[config.mk]
export PLATFORM = sky130hd
export DESIGN_NAME = jbr_top
export DESIGN_NICKNAME = d
export VERILOG_FILES = /design/src/rtl/jbr_pkg.sv /design/src/rtl/jbr_lock.sv /design/src/rtl/jbr_bus_master.sv /design/src/rtl/jbr_scan_ctl.sv /design/src/rtl/jbr_top.sv
export SDC_FILE = /design/constraint.sdc
export NUM_CORES = 1
export LEC_CHECK = 0
export ABC_AREA = 0
export BUFFER_PORTS_ARGS = -buffer_cell sky130_fd_sc_hd__buf_2
export CORE_MARGIN = 1
export CORE_UTILIZATION = 50
export DETAILED_ROUTE_END_ITERATION = 12
export PLACE_DENSITY = 0.82
export SYNTH_ARGS = -nofsm -noshare
export SYNTH_HDL_FRONTEND = slang
export SYNTH_HIERARCHICAL = 1
export SYNTH_SLANG_ARGS = --single-unit
[constraint.sdc]
create_clock -name clk -period 4.6 [get_ports clk]
set_input_delay 0.92 -clock clk [delete_from_list [all_inputs] [get_ports clk]]
set_output_delay 0.92 -clock clk [all_outputs]
set_load 0.02 [all_outputs]
[src/rtl/jbr_pkg.sv]
package jbr_pkg;
  typedef enum logic [1:0] {
    IR_ADDR   = 2'd0,
    IR_DATA   = 2'd1,
    IR_CANCEL = 2'd2,
    IR_IDLE   = 2'd3
  } ir_e;

  localparam int ST_W = 3;
endpackage

[src/rtl/jbr_lock.sv]
module jbr_lock (
  input  logic clk,
  input  logic rst,
  input  logic lock_hold,
  input  logic lock_ready,
  input  logic lock_secure,
  output logic prot
);
  always_ff @(posedge clk) begin
    if (rst) prot <= 1'b1;
    else     prot <= lock_hold | ~lock_ready | lock_secure;
  end

  p_lock_r4: assert property (@(posedge clk) disable iff (rst)
    (lock_secure || lock_hold) |=> prot);
endmodule

[src/rtl/jbr_bus_master.sv]
module jbr_bus_master #(
  parameter int AW = 16,
  parameter int DW = 32
) (
  input  logic          clk,
  input  logic          rst,
  input  logic          start,
  input  logic          st_we,
  input  logic [AW-1:0] st_addr,
  input  logic [1:0]    st_size,
  input  logic [DW-1:0] st_wdata,
  input  logic          cancel,
  input  logic          bus_ack,
  input  logic          bus_err,
  input  logic [DW-1:0] bus_rdata,
  output logic          bus_req,
  output logic          bus_we,
  output logic [AW-1:0] bus_addr,
  output logic [1:0]    bus_size,
  output logic [DW-1:0] bus_wdata,
  output logic          err_flag,
  output logic [DW-1:0] rd_data
);
  always_ff @(posedge clk) begin
    if (rst) begin
      bus_req   <= 1'b0;
      bus_we    <= 1'b0;
      bus_addr  <= '0;
      bus_size  <= '0;
      bus_wdata <= '0;
      err_flag  <= 1'b1;
      rd_data   <= '0;
    end else if (cancel && bus_req) begin
      bus_req  <= 1'b0;
      err_flag <= 1'b1;
    end else if (bus_req && bus_ack) begin
      bus_req  <= 1'b0;
      err_flag <= bus_err;
      rd_data  <= bus_rdata;
    end else if (start) begin
      bus_req   <= 1'b1;
      bus_we    <= st_we;
      bus_addr  <= st_addr;
      bus_size  <= st_size;
      bus_wdata <= st_wdata;
      err_flag  <= 1'b0;
    end
  end

  p_hold_r12: assert property (@(posedge clk) disable iff (rst)
    (bus_req && !bus_ack && !cancel) |=>
      (bus_req && $stable(bus_addr) && $stable(bus_we) &&
       $stable(bus_size) && $stable(bus_wdata)));

  p_cancel_r10: assert property (@(posedge clk) disable iff (rst)
    (cancel && bus_req) |=> (!bus_req && err_flag));

  p_ack_err_r3: assert property (@(posedge clk) disable iff (rst)
    (bus_req && bus_ack && !cancel) |=> (err_flag == $past(bus_err)));

  p_start_clr_r3: assert property (@(posedge clk) disable iff (rst)
    (start && !bus_req) |=> (bus_req && !err_flag));
endmodule

[src/rtl/jbr_scan_ctl.sv]
module jbr_scan_ctl
  import jbr_pkg::*;
#(
  parameter int AW = 16,
  parameter int DW = 32
) (
  input  logic               clk,
  input  logic               rst,
  input  logic               ir_scan,
  input  logic [1:0]         ir_code,
  input  logic               dr_scan,
  input  logic [DW-1:0]      dr_in,
  input  logic               busy,
  input  logic               prot,
  input  logic               err_flag,
  input  logic [DW-1:0]      rd_data,
  output logic               start,
  output logic               st_we,
  output logic [AW-1:0]      st_addr,
  output logic [1:0]         st_size,
  output logic [DW-1:0]      st_wdata,
  output logic               cancel,
  output logic [DW+ST_W-1:0] scan_out,
  output logic               scan_done
);
  localparam int RD_BIT  = AW + 3;
  localparam int BLK_BIT = AW + 2;
  localparam int SZ_LO   = AW;

  ir_e           ir_q;
  logic [AW-1:0] addr_q;
  logic [1:0]    size_q;
  logic          blk_q;
  logic          rd_q;

  logic          dr_act;
  logic [AW-1:0] step;
  logic [AW-1:0] adv;
  logic [DW-1:0] payload;
  logic [ST_W-1:0] status;

  always_comb begin
    step   = AW'(1) << size_q;
    adv    = blk_q ? (addr_q + step) : addr_q;
    dr_act = dr_scan && !ir_scan && !busy && !prot;
    status = {prot, err_flag, busy};

    start    = 1'b0;
    st_we    = 1'b0;
    st_addr  = addr_q;
    st_size  = size_q;
    st_wdata = dr_in;
    if (ir_q == IR_ADDR) begin
      start   = dr_act && dr_in[RD_BIT];
      st_addr = dr_in[AW-1:0];
      st_size = dr_in[SZ_LO+1:SZ_LO];
    end else if (ir_q == IR_DATA) begin
      start   = dr_act;
      st_we   = !rd_q;
      st_addr = rd_q ? adv : addr_q;
    end

    cancel = dr_scan && !ir_scan && (ir_q == IR_CANCEL);

    payload = '0;
    if (dr_scan && !ir_scan && (ir_q == IR_DATA) && rd_q && !busy && !prot)
      payload = rd_data;
  end

  always_ff @(posedge clk) begin
    if (rst) begin
      ir_q      <= IR_ADDR;
      addr_q    <= '0;
      size_q    <= '0;
      blk_q     <= 1'b0;
      rd_q      <= 1'b0;
      scan_out  <= '0;
      scan_done <= 1'b0;
    end else begin
      scan_done <= ir_scan | dr_scan;
      if (ir_scan || dr_scan) scan_out <= {payload, status};
      if (ir_scan) begin
        ir_q <= ir_e'(ir_code);
      end else if (dr_act) begin
        if (ir_q == IR_ADDR) begin
          addr_q <= dr_in[AW-1:0];
          size_q <= dr_in[SZ_LO+1:SZ_LO];
          blk_q  <= dr_in[BLK_BIT];
          rd_q   <= dr_in[RD_BIT];
        end else if (ir_q == IR_DATA) begin
          addr_q <= adv;
        end
      end
    end
  end

  p_done_r1: assert property (@(posedge clk) disable iff (rst)
    (ir_scan || dr_scan) |=> scan_done);

  p_busy_r6: assert property (@(posedge clk) disable iff (rst)
    (dr_scan && busy) |-> !start);

  p_prot_r5: assert property (@(posedge clk) disable iff (rst)
    prot |-> !start);

  p_ir_r11: assert property (@(posedge clk) disable iff (rst)
    ir_scan |-> (!start && !cancel));
endmodule

[src/rtl/jbr_top.sv]
module jbr_top #(
  parameter int AW = 16,
  parameter int DW = 32
) (
  input  logic          clk,
  input  logic          rst,
  input  logic          ir_scan,
  input  logic [1:0]    ir_code,
  input  logic          dr_scan,
  input  logic [DW-1:0] dr_in,
  output logic [DW+2:0] scan_out,
  output logic          scan_done,
  input  logic          lock_hold,
  input  logic          lock_ready,
  input  logic          lock_secure,
  output logic          bus_req,
  output logic          bus_we,
  output logic [1:0]    bus_size,
  output logic [AW-1:0] bus_addr,
  output logic [DW-1:0] bus_wdata,
  input  logic          bus_ack,
  input  logic          bus_err,
  input  logic [DW-1:0] bus_rdata
);
  logic          prot;
  logic          err_flag;
  logic [DW-1:0] rd_data;
  logic          start;
  logic          st_we;
  logic [AW-1:0] st_addr;
  logic [1:0]    st_size;
  logic [DW-1:0] st_wdata;
  logic          cancel;

  jbr_lock u_lock (
    .clk(clk), .rst(rst),
    .lock_hold(lock_hold), .lock_ready(lock_ready), .lock_secure(lock_secure),
    .prot(prot)
  );

  jbr_scan_ctl #(.AW(AW), .DW(DW)) u_ctl (
    .clk(clk), .rst(rst),
    .ir_scan(ir_scan), .ir_code(ir_code),
    .dr_scan(dr_scan), .dr_in(dr_in),
    .busy(bus_req), .prot(prot), .err_flag(err_flag), .rd_data(rd_data),
    .start(start), .st_we(st_we), .st_addr(st_addr), .st_size(st_size),
    .st_wdata(st_wdata), .cancel(cancel),
    .scan_out(scan_out), .scan_done(scan_done)
  );

  jbr_bus_master #(.AW(AW), .DW(DW)) u_bus (
    .clk(clk), .rst(rst),
    .start(start), .st_we(st_we), .st_addr(st_addr), .st_size(st_size),
    .st_wdata(st_wdata), .cancel(cancel),
    .bus_ack(bus_ack), .bus_err(bus_err), .bus_rdata(bus_rdata),
    .bus_req(bus_req), .bus_we(bus_we), .bus_addr(bus_addr),
    .bus_size(bus_size), .bus_wdata(bus_wdata),
    .err_flag(err_flag), .rd_data(rd_data)
  );
endmodule

# Word level (Yosys, flattened, before mapping)
# Index checks and enable logic that the tools add are counted.
[totals]
regBits = 144
output_inout_bits = 88
wordCells = 66
[op_classes]
n_addsub = 1
mux = 14
reduce_logical = 26
bitwise = 7
n_eq_ne = 2
shifts = 1
[op_table]
columns = ["op", "n"]
rows = [
  ["16-bit 2-to-1 mux", 6],
  ["32-bit 2-to-1 mux", 1],
  ["16-bit adder", 1],
  ["1-bit by 2-bit left shift with 16-bit output (first input constant)", 1],
  ["1-bit logical AND", 11],
  ["3-bit AND reduction", 3],
  ["1-bit 2-to-1 mux", 6],
  ["1-bit logical NOT", 4],
  ["1-bit NOT", 4],
  ["2-bit AND reduction", 2],
  ["2-bit nonzero test", 2],
  ["1-bit OR", 3],
  ["3-bit OR reduction", 1],
  ["2-bit by 1-bit == test with 1-bit output (second input constant)", 1],
  ["2-bit == test (second input constant)", 1],
  ["2-bit logical NOT", 1],
  ["2-bit 2-to-1 mux", 1],
  ["2-bit OR reduction", 1],
  ["1-bit logical OR", 1],
]

# Depth between registers and ports, before layout
# Gate-level depths: netlist of the first run.
[depth]
ltp_word = 8
ltp_mapped = 10
depth_no_buf = 10

# Cells and area by module
# The synthesis of the first run kept the hierarchy.
[by_module_without_submodules]
columns = ["module", "seq_area_each_um2", "cells_per_inst", "n_inst", "area_per_inst_um2"]
rows = [
  ["jbr_bus_master", 1701.6, 374, 1, 3535.9],
  ["jbr_scan_ctl", 1161.1, 422, 1, 3334.4],
  ["jbr_lock", 20.0, 2, 1, 30.0],
]

# Worst setup path after synthesis of the first run
# Ideal clock, no wire load.
[synth_timing]
kind = "input-to-reg"
start = "input ir_scan"
end = "register u_bus.bus_addr[0]"
path_slack_ns = 1.649
t_arrival_ns = 2.879
cell_stages = 10
n_path_buf = 5
setup_time_ns = 0.072
cell_sequence = "buf_6 -> or4b_4 -> or2_1 -> buf_2 -> buf_2 -> nor2_1 -> a21boi_2 -> buf_6 -> buf_12 -> mux2i_1"
[synth_via]
elab_chain_cells = 7
elab_cells_between_ends = 11
cone_classes = "mux: 2; bitwise: 1; reduce/logical: 8"
[synth_lines]
columns = ["element", "line_no", "source"]
rows = [
  ["start: declaration", "jbr_top.sv:7", "input logic ir_scan,"],
  ["1-bit logical NOT *", "jbr_scan_ctl.sv:45", "dr_act = dr_scan && !ir_scan && !busy && !prot;"],
  ["1-bit logical AND * (3 in series)", "jbr_scan_ctl.sv:45", ""],
  ["1-bit 2-to-1 mux / 1-bit logical AND (equally long branches)", "jbr_scan_ctl.sv:57, jbr_scan_ctl.sv:54", ""],
  ["1-bit 2-to-1 mux *", "jbr_scan_ctl.sv:53", "if (ir_q == IR_ADDR) begin"],
  ["via start", "jbr_top.sv:28", "logic start;"],
  ["3-bit AND reduction (no line) *", "-", ""],
  ["end signal: assignment", "jbr_bus_master.sv:43", "bus_addr <= st_addr;"],
  ["end: declaration", "jbr_bus_master.sv:18", "output logic [AW-1:0] bus_addr,"],
]
# The timed path passes the listed nets; every way through them passes the cells marked *.
# A chain may end at the register's enable or synchronous reset.

# Worst setup path after layout of the first run
[layout_timing]
start = "input ir_scan"
end = "register u_bus.bus_wdata[14]"
[layout_via]
elab_chain_cells = 7
elab_cells_between_ends = 11
cone_classes = "mux: 2; bitwise: 1; reduce/logical: 8"
[layout_lines]
columns = ["element", "line_no", "source"]
rows = [
  ["1-bit logical NOT *", "jbr_scan_ctl.sv:45", ""],
  ["1-bit logical AND * (3 in series)", "jbr_scan_ctl.sv:45", ""],
  ["1-bit 2-to-1 mux / 1-bit logical AND (equally long branches)", "jbr_scan_ctl.sv:57, jbr_scan_ctl.sv:54", ""],
  ["1-bit 2-to-1 mux *", "jbr_scan_ctl.sv:53", ""],
  ["via start", "jbr_top.sv:28", ""],
  ["3-bit AND reduction (no line) *", "-", ""],
  ["end signal: assignment", "jbr_bus_master.sv:45", "bus_wdata <= st_wdata;"],
  ["end: declaration", "jbr_bus_master.sv:20", "output logic [DW-1:0] bus_wdata,"],
]
# Marks and branches as above.

==> out/qor.yml, run 1 <==
outcome:
  status: "finished clean"
critical_path:
  crit_path_end_kind: "flop"
  worstSetupStartpointType: "input pin"
  rr_endpoint: "u_bus/bus_wdata[14]$_SDFFE_PP0P_"
  critPathRequiredTime_ps: 4940
  slowest_delay_ps: 610
  path_class: "in -> reg"
  path_cells: "buf_2 > or4b_4 > or2_1 > buf_4 > nor2_1 > a21boi_4 > buf_4 > mux2i_1"
  timing.rr.start: "u_bus/bus_req$_SDFFE_PP0P_"
  slowest_stage: "a21boi_4"
  crit_top_cell: "buf_4"
  reg2reg_setup_slack_ps: 1680
  worstPathMaxFanout: 23
  rr_worst_depth: 7
  crit_arrival_ps: 3490
global_route:
  grt_max_degree: 131
  grt_usage_pct: 22.0
  grt_pass1_wl_mm: 25.1
  grt_pass1_vias: 5060
  grt_remaining_overflow: 0
  grt_antenna_before_repair: 0
routing:
  drc: 0
  routed_wirelength_mm: 15.5
  post_drt_wl_per_cell_um: 14.3
  vias: 5713
  vias_per_cell: 5.27
  drtPass1Iterations: 5
  drtAntennaViolNets: 0
  first_iter_violations: 339
die:
  design.core.area_um2: 13300
  start_util_pct: 51.7
  die-area_um2: 14300
  fp-row-count: 42
  die_h_um: 119
  ioPinCount: 163
  die_w_um: 119
clocking:
  cts_resized: 0
  cts_tree: "built"
  clkSinkCount: 144
  clk_latency_ps: 420
  postCtsHoldBufs: 0
  clkTransAtPathRegs_ps: 60
  htree_levels: 4
  cts_buffer_depth: 2
  clockRootBuffer: "clkbuf_16"
  post_cts_buffers: 0
  cts_buffers: 17
synth:
  synth_cells: 798
  synthAdderAreaFrac_pct: 1.02
  yosys_warnings: 6
  synth_edf_count: 0
  synthMuxAreaShare_pct: 8.99
  async_flop_share_pct: 0
  synth_compound_area_share_pct: 13.5
  netlist.area_leader.share_pct: 41.8
  synth.most_common_cell: "dfxtp_1"
  yosys_most_used_dff: "dfxtp_1"
  syn_area_um2: 6900
  ys_ff_latch: 144
  synth_top_family_by_area: "simple AND/OR/NAND/NOR gates"
  yosys-top-cells-area: "dfxtp_1 (42%), nand2b_1 (9.2%), mux2i_1 (9.0%), nand2_1 (5.6%), a21oi_1 (4.1%)"
  synth_cell_type_count: 58
  ys_seq_area_share_pct: 41.8
  synth_xor_area_share_pct: 1.65
  syn-num-nets: 878
  yosys.area_share.simple_pct: 24.2
  yosys-top-cells-count: "dfxtp_1 (144), nand2_1 (103), nand2b_1 (102), nor2_1 (68), mux2i_1 (62)"
  syn-mean-instance-area_um2: 8.65
  yosysTopAreaCell: "dfxtp_1"
placed_design:
  dp_hpwl_mm: 10.3
  port_buffers: 162
  globalplace.congestion: 0.857
min_path:
  min_path_type: "reg -> reg"
  hold_start: "u_ctl/scan_out[0]$_SDFFE_PP0P_"
  min_path_cells: 2
  min_to: "u_ctl/scan_out[0]$_SDFFE_PP0P_"
sta:
  setup_tns_ps: 0
  worst_pin_slew_ps: 1180
  rsz0062_at_grt: "false"
  clock.fmax_ghz: 0.318
  skew_ps: 8.85
  fin_crit_sh_pct: 68.4
  setup_viol: 0
  relSlewSlack_pct: 21.2
  fin_hold_ws_ps: 451
  fin_crit_ps: 3150
  hold_viol: 0
  drv_slew: 0
job:
  cap_viol_max_count: 0
layout:
  fin_nets: 975
  drive_gt1_share_pct: 23.6
  area_growth_pct: 17.1
  nFillCells: 1133
  antenna_cells: 0
power_and_ir_drop:
  irDropWorstVdd_uv: 244
  power_density_nw_per_um2: 362
  p_leak_nw: 3.24
[metrics by stage]
stage	util, %	power (mW)	std cells	instance area, um2	worst slack, ps
4_1_cts	60.5	2.96	1084	8080	1470
3_3_place_gp	55.6	1.45	1052	7420	1110
2_1_floorplan	-	1.41	798	6900	1650
3_5_place_dp	55.6	1.45	1052	7420	1030
6_report	60.5	2.93	1084	8080	1450
5_1_grt	60.5	3.03	1084	8080	1260
[per-layer routing]
layer / wire length, um / up-vias / track usage (%)
li1: - / 2877 / -
met1: 7070 / 2598 / 29.4
met2: 6850 / 226 / 32.9
met3: 1410 / 12 / 8.24
met4: 143 / 0 / 6.17
met5: 0 / - / 0
[sequential cells by signal, summed over array words and instances (netlist names)]
register / count
u_bus/bus_req: 1
u_ctl/scan_done: 1
u_lock/prot: 1
u_bus/err_flag: 1
u_ctl/size_q: 2
u_ctl/addr_q: 16
u_bus/bus_size: 2
u_bus/bus_wdata: 32
u_bus/rd_data: 32
u_ctl/scan_out: 35
u_bus/bus_we: 1
u_ctl/ir_q: 2
u_ctl/rd_q: 1
u_bus/bus_addr: 16
u_ctl/blk_q: 1
[power breakdown]
group / internal [mW] / switching [mW]
registers: 1.25 / 0.00734
logic: 0.0662 / 0.0971
clock network: 0.971 / 0.531
total: 2.29 / 0.635
[critical path, delay by kind of cell]
| family | cells | cell delay, ps |
|---|---|---|
| AOI/OAI and AO/OA | 1 | 610 |
| buffers and inverters | 3 | 750 |
| muxes | 1 | 220 |
| and+or+nand+nor | 3 | 990 |
[cell families (layout without fill, tap and decap cells)]
kind of cell | after synthesis | count (layout)
xor+xnor | 13 | 13
fa+ha+maj | 5 | 5
simple gates | 330 | 330
buf+inv | 95 | 205
mux | 62 | 62
compound gates | 149 | 149
flops | 144 | 144
[how the worst max path moves through the flow]
stage | from | end | cells past startpoint
finish | ir_scan | u_bus/bus_wdata[14]$_SDFFE_PP0P_ | 8
global route | ir_scan | u_bus/bus_addr[15]$_SDFFE_PP0P_ | 8
CTS | ir_scan | u_bus/bus_wdata[14]$_SDFFE_PP0P_ | 8
detailed placement | ir_scan | u_bus/bus_addr[15]$_SDFFE_PP0P_ | 8
global placement | ir_scan | u_bus/bus_wdata[2]$_SDFFE_PP0P_ | 8
floorplan | ir_scan | u_bus/bus_addr[0]$_SDFFE_PP0P_ | 10
[final cells by class]
type / instances / area [um2] / share of cell area (%)
timing repair buffer: 170 / 886 / 11.0
inverter: 3 / 11.3 / 0.139
clock buffer: 21 / 480 / 5.95
tap: 176 / 220 / 2.73
multi-input combinational: 559 / 3420 / 42.3
sequential: 144 / 2880 / 35.7
clock inverter: 11 / 178 / 2.20
[placed cells by master, fill, tap and decap left out, drive strengths merged, types with 9 or more instances in the layout]
master and instances:
buf 170, clkbuf 21, a21oi 56, o21ai 24
nor2 71, a22oi 34, xnor2 9, nand2b 102
mux2i 62, nand2 104, dfxtp 144
Note: power is estimated with default switching activity, not from simulation.
==> run 2: changes to the inputs <==
==> constraint.sdc (replaced) <==
create_clock -name clk -period 2.9 [get_ports clk]
set_input_delay 0.58 -clock clk [delete_from_list [all_inputs] [get_ports clk]]
set_output_delay 0.58 -clock clk [all_outputs]
set_load 0.02 [all_outputs]
==> out/qor.yml, run 2 (synthesis gave the netlist of run 1 again) <==
outcome:
  status: "finished clean"
critical_path:
  rr_worst_depth: 9  # +2
  crit_start: "u_ctl/size_q[0]$_SDFFE_PP0P_"
  path_class: "reg -> reg"
  crit_path_end: "u_bus/bus_addr[13]$_SDFFE_PP0P_"
  timing.rr.start: "u_ctl/size_q[0]$_SDFFE_PP0P_"
  crit_path_end_kind: "flop"
  crit_arrival_ps: 2810  # -680 ps
  slowest_stage: "dfxtp_1"
  path_cells: "nor2b_1 > ha_1 > a211o_1 > a21oi_1 > nor3_1 > xnor2_1 > o21ai_0 > nand2b_1 > mux2i_1"
  rr_endpoint: "u_bus/bus_addr[13]$_SDFFE_PP0P_"
  worstPathMaxFanout: 6  # -74%
  slowest_delay_ps: 410  # -200 ps
  critPathRequiredTime_ps: 3250  # -1690 ps
  reg2reg_setup_slack_ps: 440  # -1240 ps
  worstSetupStartpointType: "flop"
sta:
  clock.fmax_ghz: 0.406
  hold_viol: 0  # unchanged
  setup_tns_ps: 0  # unchanged
  rsz0062_at_grt: "false"
  fin_crit_ps: 2460
  skew_ps: 8.50  # -0.345 ps
  worst_pin_slew_ps: 908  # -273 ps
  drv_slew: 0  # unchanged
  setup_viol: 0  # unchanged
  relSlewSlack_pct: 39.5  # +18 points
  fin_crit_sh_pct: 84.9
layout:
  utilization_pct: 60.2  # -0.37 points
  regMostFlops: "u_ctl/scan_out"
  fin_nets: 979  # +0.41%
  largestRegisters: "u_ctl/scan_out: 35 flops, u_bus/bus_wdata: 32 flops, u_bus/rd_data: 32 flops"
  largest_reg_flops: 35  # unchanged
  nFillCells: 1194  # +5.4%
  final_common_cell: "buf_2"
  fin_area_um2: 8030  # -0.62%
  drive_gt1_share_pct: 23.6  # +0.058 points
  antenna_cells: 0  # unchanged
  layout_common_cells: "buf_2 (161), dfxtp_1 (144), nand2_1 (103), nand2b_1 (102), nor2_1 (65)"
  fin_cells: 1086  # +0.18%
  area_growth_pct: 16.4
power_and_ir_drop:
  p_leak_nw: 3.21  # -0.93%
  irDropWorstVdd_uv: 367  # +50%
  p_total_mw: 4.37  # +49%
  seq_power_share_pct: 45.7  # +2.6 points
  internal_power_mw: 3.36  # +47%
  p_sw_share_pct: 23.2  # +1.4 points
  pwr-share-clk_pct: 48.2  # -3.1 points
  power.switching_mw: 1.01  # +59%
  power_density_nw_per_um2: 545  # +50%
  p_comb_share_pct: 6.0  # +0.4 points
die:
  start_util_pct: 51.7  # unchanged
  die_w_um: 119  # unchanged
  fp-row-count: 42  # unchanged
  die-area_um2: 14300  # unchanged
  ioPinCount: 163  # unchanged
  die_h_um: 119  # unchanged
  design.core.area_um2: 13300  # unchanged
routing:
  post_drt_wl_per_cell_um: 14.1  # -1.3%
  drtPass1Iterations: 5  # unchanged
  vias: 5713  # unchanged
  drtAntennaViolNets: 0  # unchanged
  routed_wirelength_mm: 15.3  # -1.1%
  vias_per_cell: 5.26  # -0.18%
  first_iter_violations: 320  # -5.6%
  drc: 0  # unchanged
global_route:
  grt_pass1_vias: 5078  # +0.36%
  grt_usage_pct: 21.7  # -0.33 points
  grt_pass1_wl_mm: 24.7  # -1.5%
  grt_max_degree: 124  # -5.3%
  grt_antenna_before_repair: 0  # unchanged
  grt_remaining_overflow: 0  # unchanged
clocking:
  clkTransAtPathRegs_ps: 60  # about the same
  htree_levels: 4  # unchanged
  post_cts_buffers: 0  # unchanged
  clockRootBuffer: "clkbuf_16"
  cts_buffer_depth: 2  # unchanged
  cts_buffers: 17  # unchanged
  cts_tree: "built"
  postCtsHoldBufs: 0  # unchanged
  clk_latency_ps: 420  # about the same
  cts_resized: 0  # unchanged
  clkSinkCount: 144  # unchanged
min_path:
  min_path_type: "in -> reg"
placed_design:
  globalplace.congestion: 0.893  # +4.2%
  dp_cells: 1056  # +0.38%
  place_area_um2: 7460  # +0.57%
  port_buffers: 162  # unchanged
  dp_hpwl_mm: 10.2  # -0.73%
job:
  cap_viol_max_count: 0  # unchanged
## run 2: cell types whose count changed in the layout (fill, tap and decap cells not counted), moves of 2 or more
cell and delta:
bufinv_16 -2, inv_6 +2, buf_4 +3, clkbuf_8 -4, clkinv_4 -3, clkinvlp_4 +3
## run 2: per-layer routing
| metal | vias to the layer above | part of all wire, % | global-route usage, % |
|---|---|---|---|
| met5 | - | 0 | 0 |
| met3 | 12 | 8.1 | 6.85 |
| met2 | 211 | 45 | 32.2 |
| met1 | 2612 | 46 | 29.2 |
| li1 | 2878 | - | - |
| met4 | 0 | 0.92 | 7.97 |
## run 2: cell type report
type | instances | area, um2 | share of cell area, %
clock buffers | 18 | 429 | 5.35
clock inverters | 12 | 136 | 1.70
inverters | 3 | 11.3 | 0.140
multi-input cells | 559 | 3420 | 42.6
flip-flops and latches | 144 | 2880 | 35.9
well taps | 176 | 220 | 2.74
repair buffers | 174 | 928 | 11.6
## run 2: how the worst min path moves through the flow
stage	end	start	depth (start not counted)	slack (ps)
after detailed placement	u_bus/rd_data[23]$_SDFFE_PP0P_	u_bus/rd_data[23]$_SDFFE_PP0P_	2	450
after global placement	u_ctl/scan_out[2]$_SDFFE_PP0P_	u_ctl/scan_out[2]$_SDFFE_PP0P_	2	440
after CTS	u_lock/prot$_SDFF_PP1_	lock_secure	2	350
after floorplan	u_bus/rd_data[0]$_SDFFE_PP0P_	u_bus/rd_data[0]$_SDFFE_PP0P_	2	440
final	u_lock/prot$_SDFF_PP1_	lock_secure	2	370
after global routing	u_lock/prot$_SDFF_PP1_	lock_secure	2	360
## run 2: critical path: cells and delay by family (launching register included)
family | cells | cell delay (ps)
fa+ha+maj | 1 | 290
simple gates | 3 | 490
mux | 1 | 130
compound gates | 3 | 930
flops | 1 | 410
xor+xnor | 1 | 140
## run 2: power by group through the flow
| stage | clock network [mW] | logic (mW) | registers [mW] |
|---|---|---|---|
| 6_report | 2.11 | 0.265 | 2.00 |
| 3_5_place_dp | 0 | 0.263 | 2.04 |
| 5_1_grt | 2.24 | 0.292 | 2.00 |
| 3_3_place_gp | 0 | 0.261 | 2.04 |
| 4_1_cts | 2.15 | 0.264 | 2.00 |
| 2_1_floorplan | 0 | 0.190 | 2.05 |
## run 2: per-stage QoR
stage	setup WS, ps	hold WS (ps)
finish	438	374
global route	241	358
CTS	476	353
detailed placement	234	446
global placement	325	437
floorplan	289	436
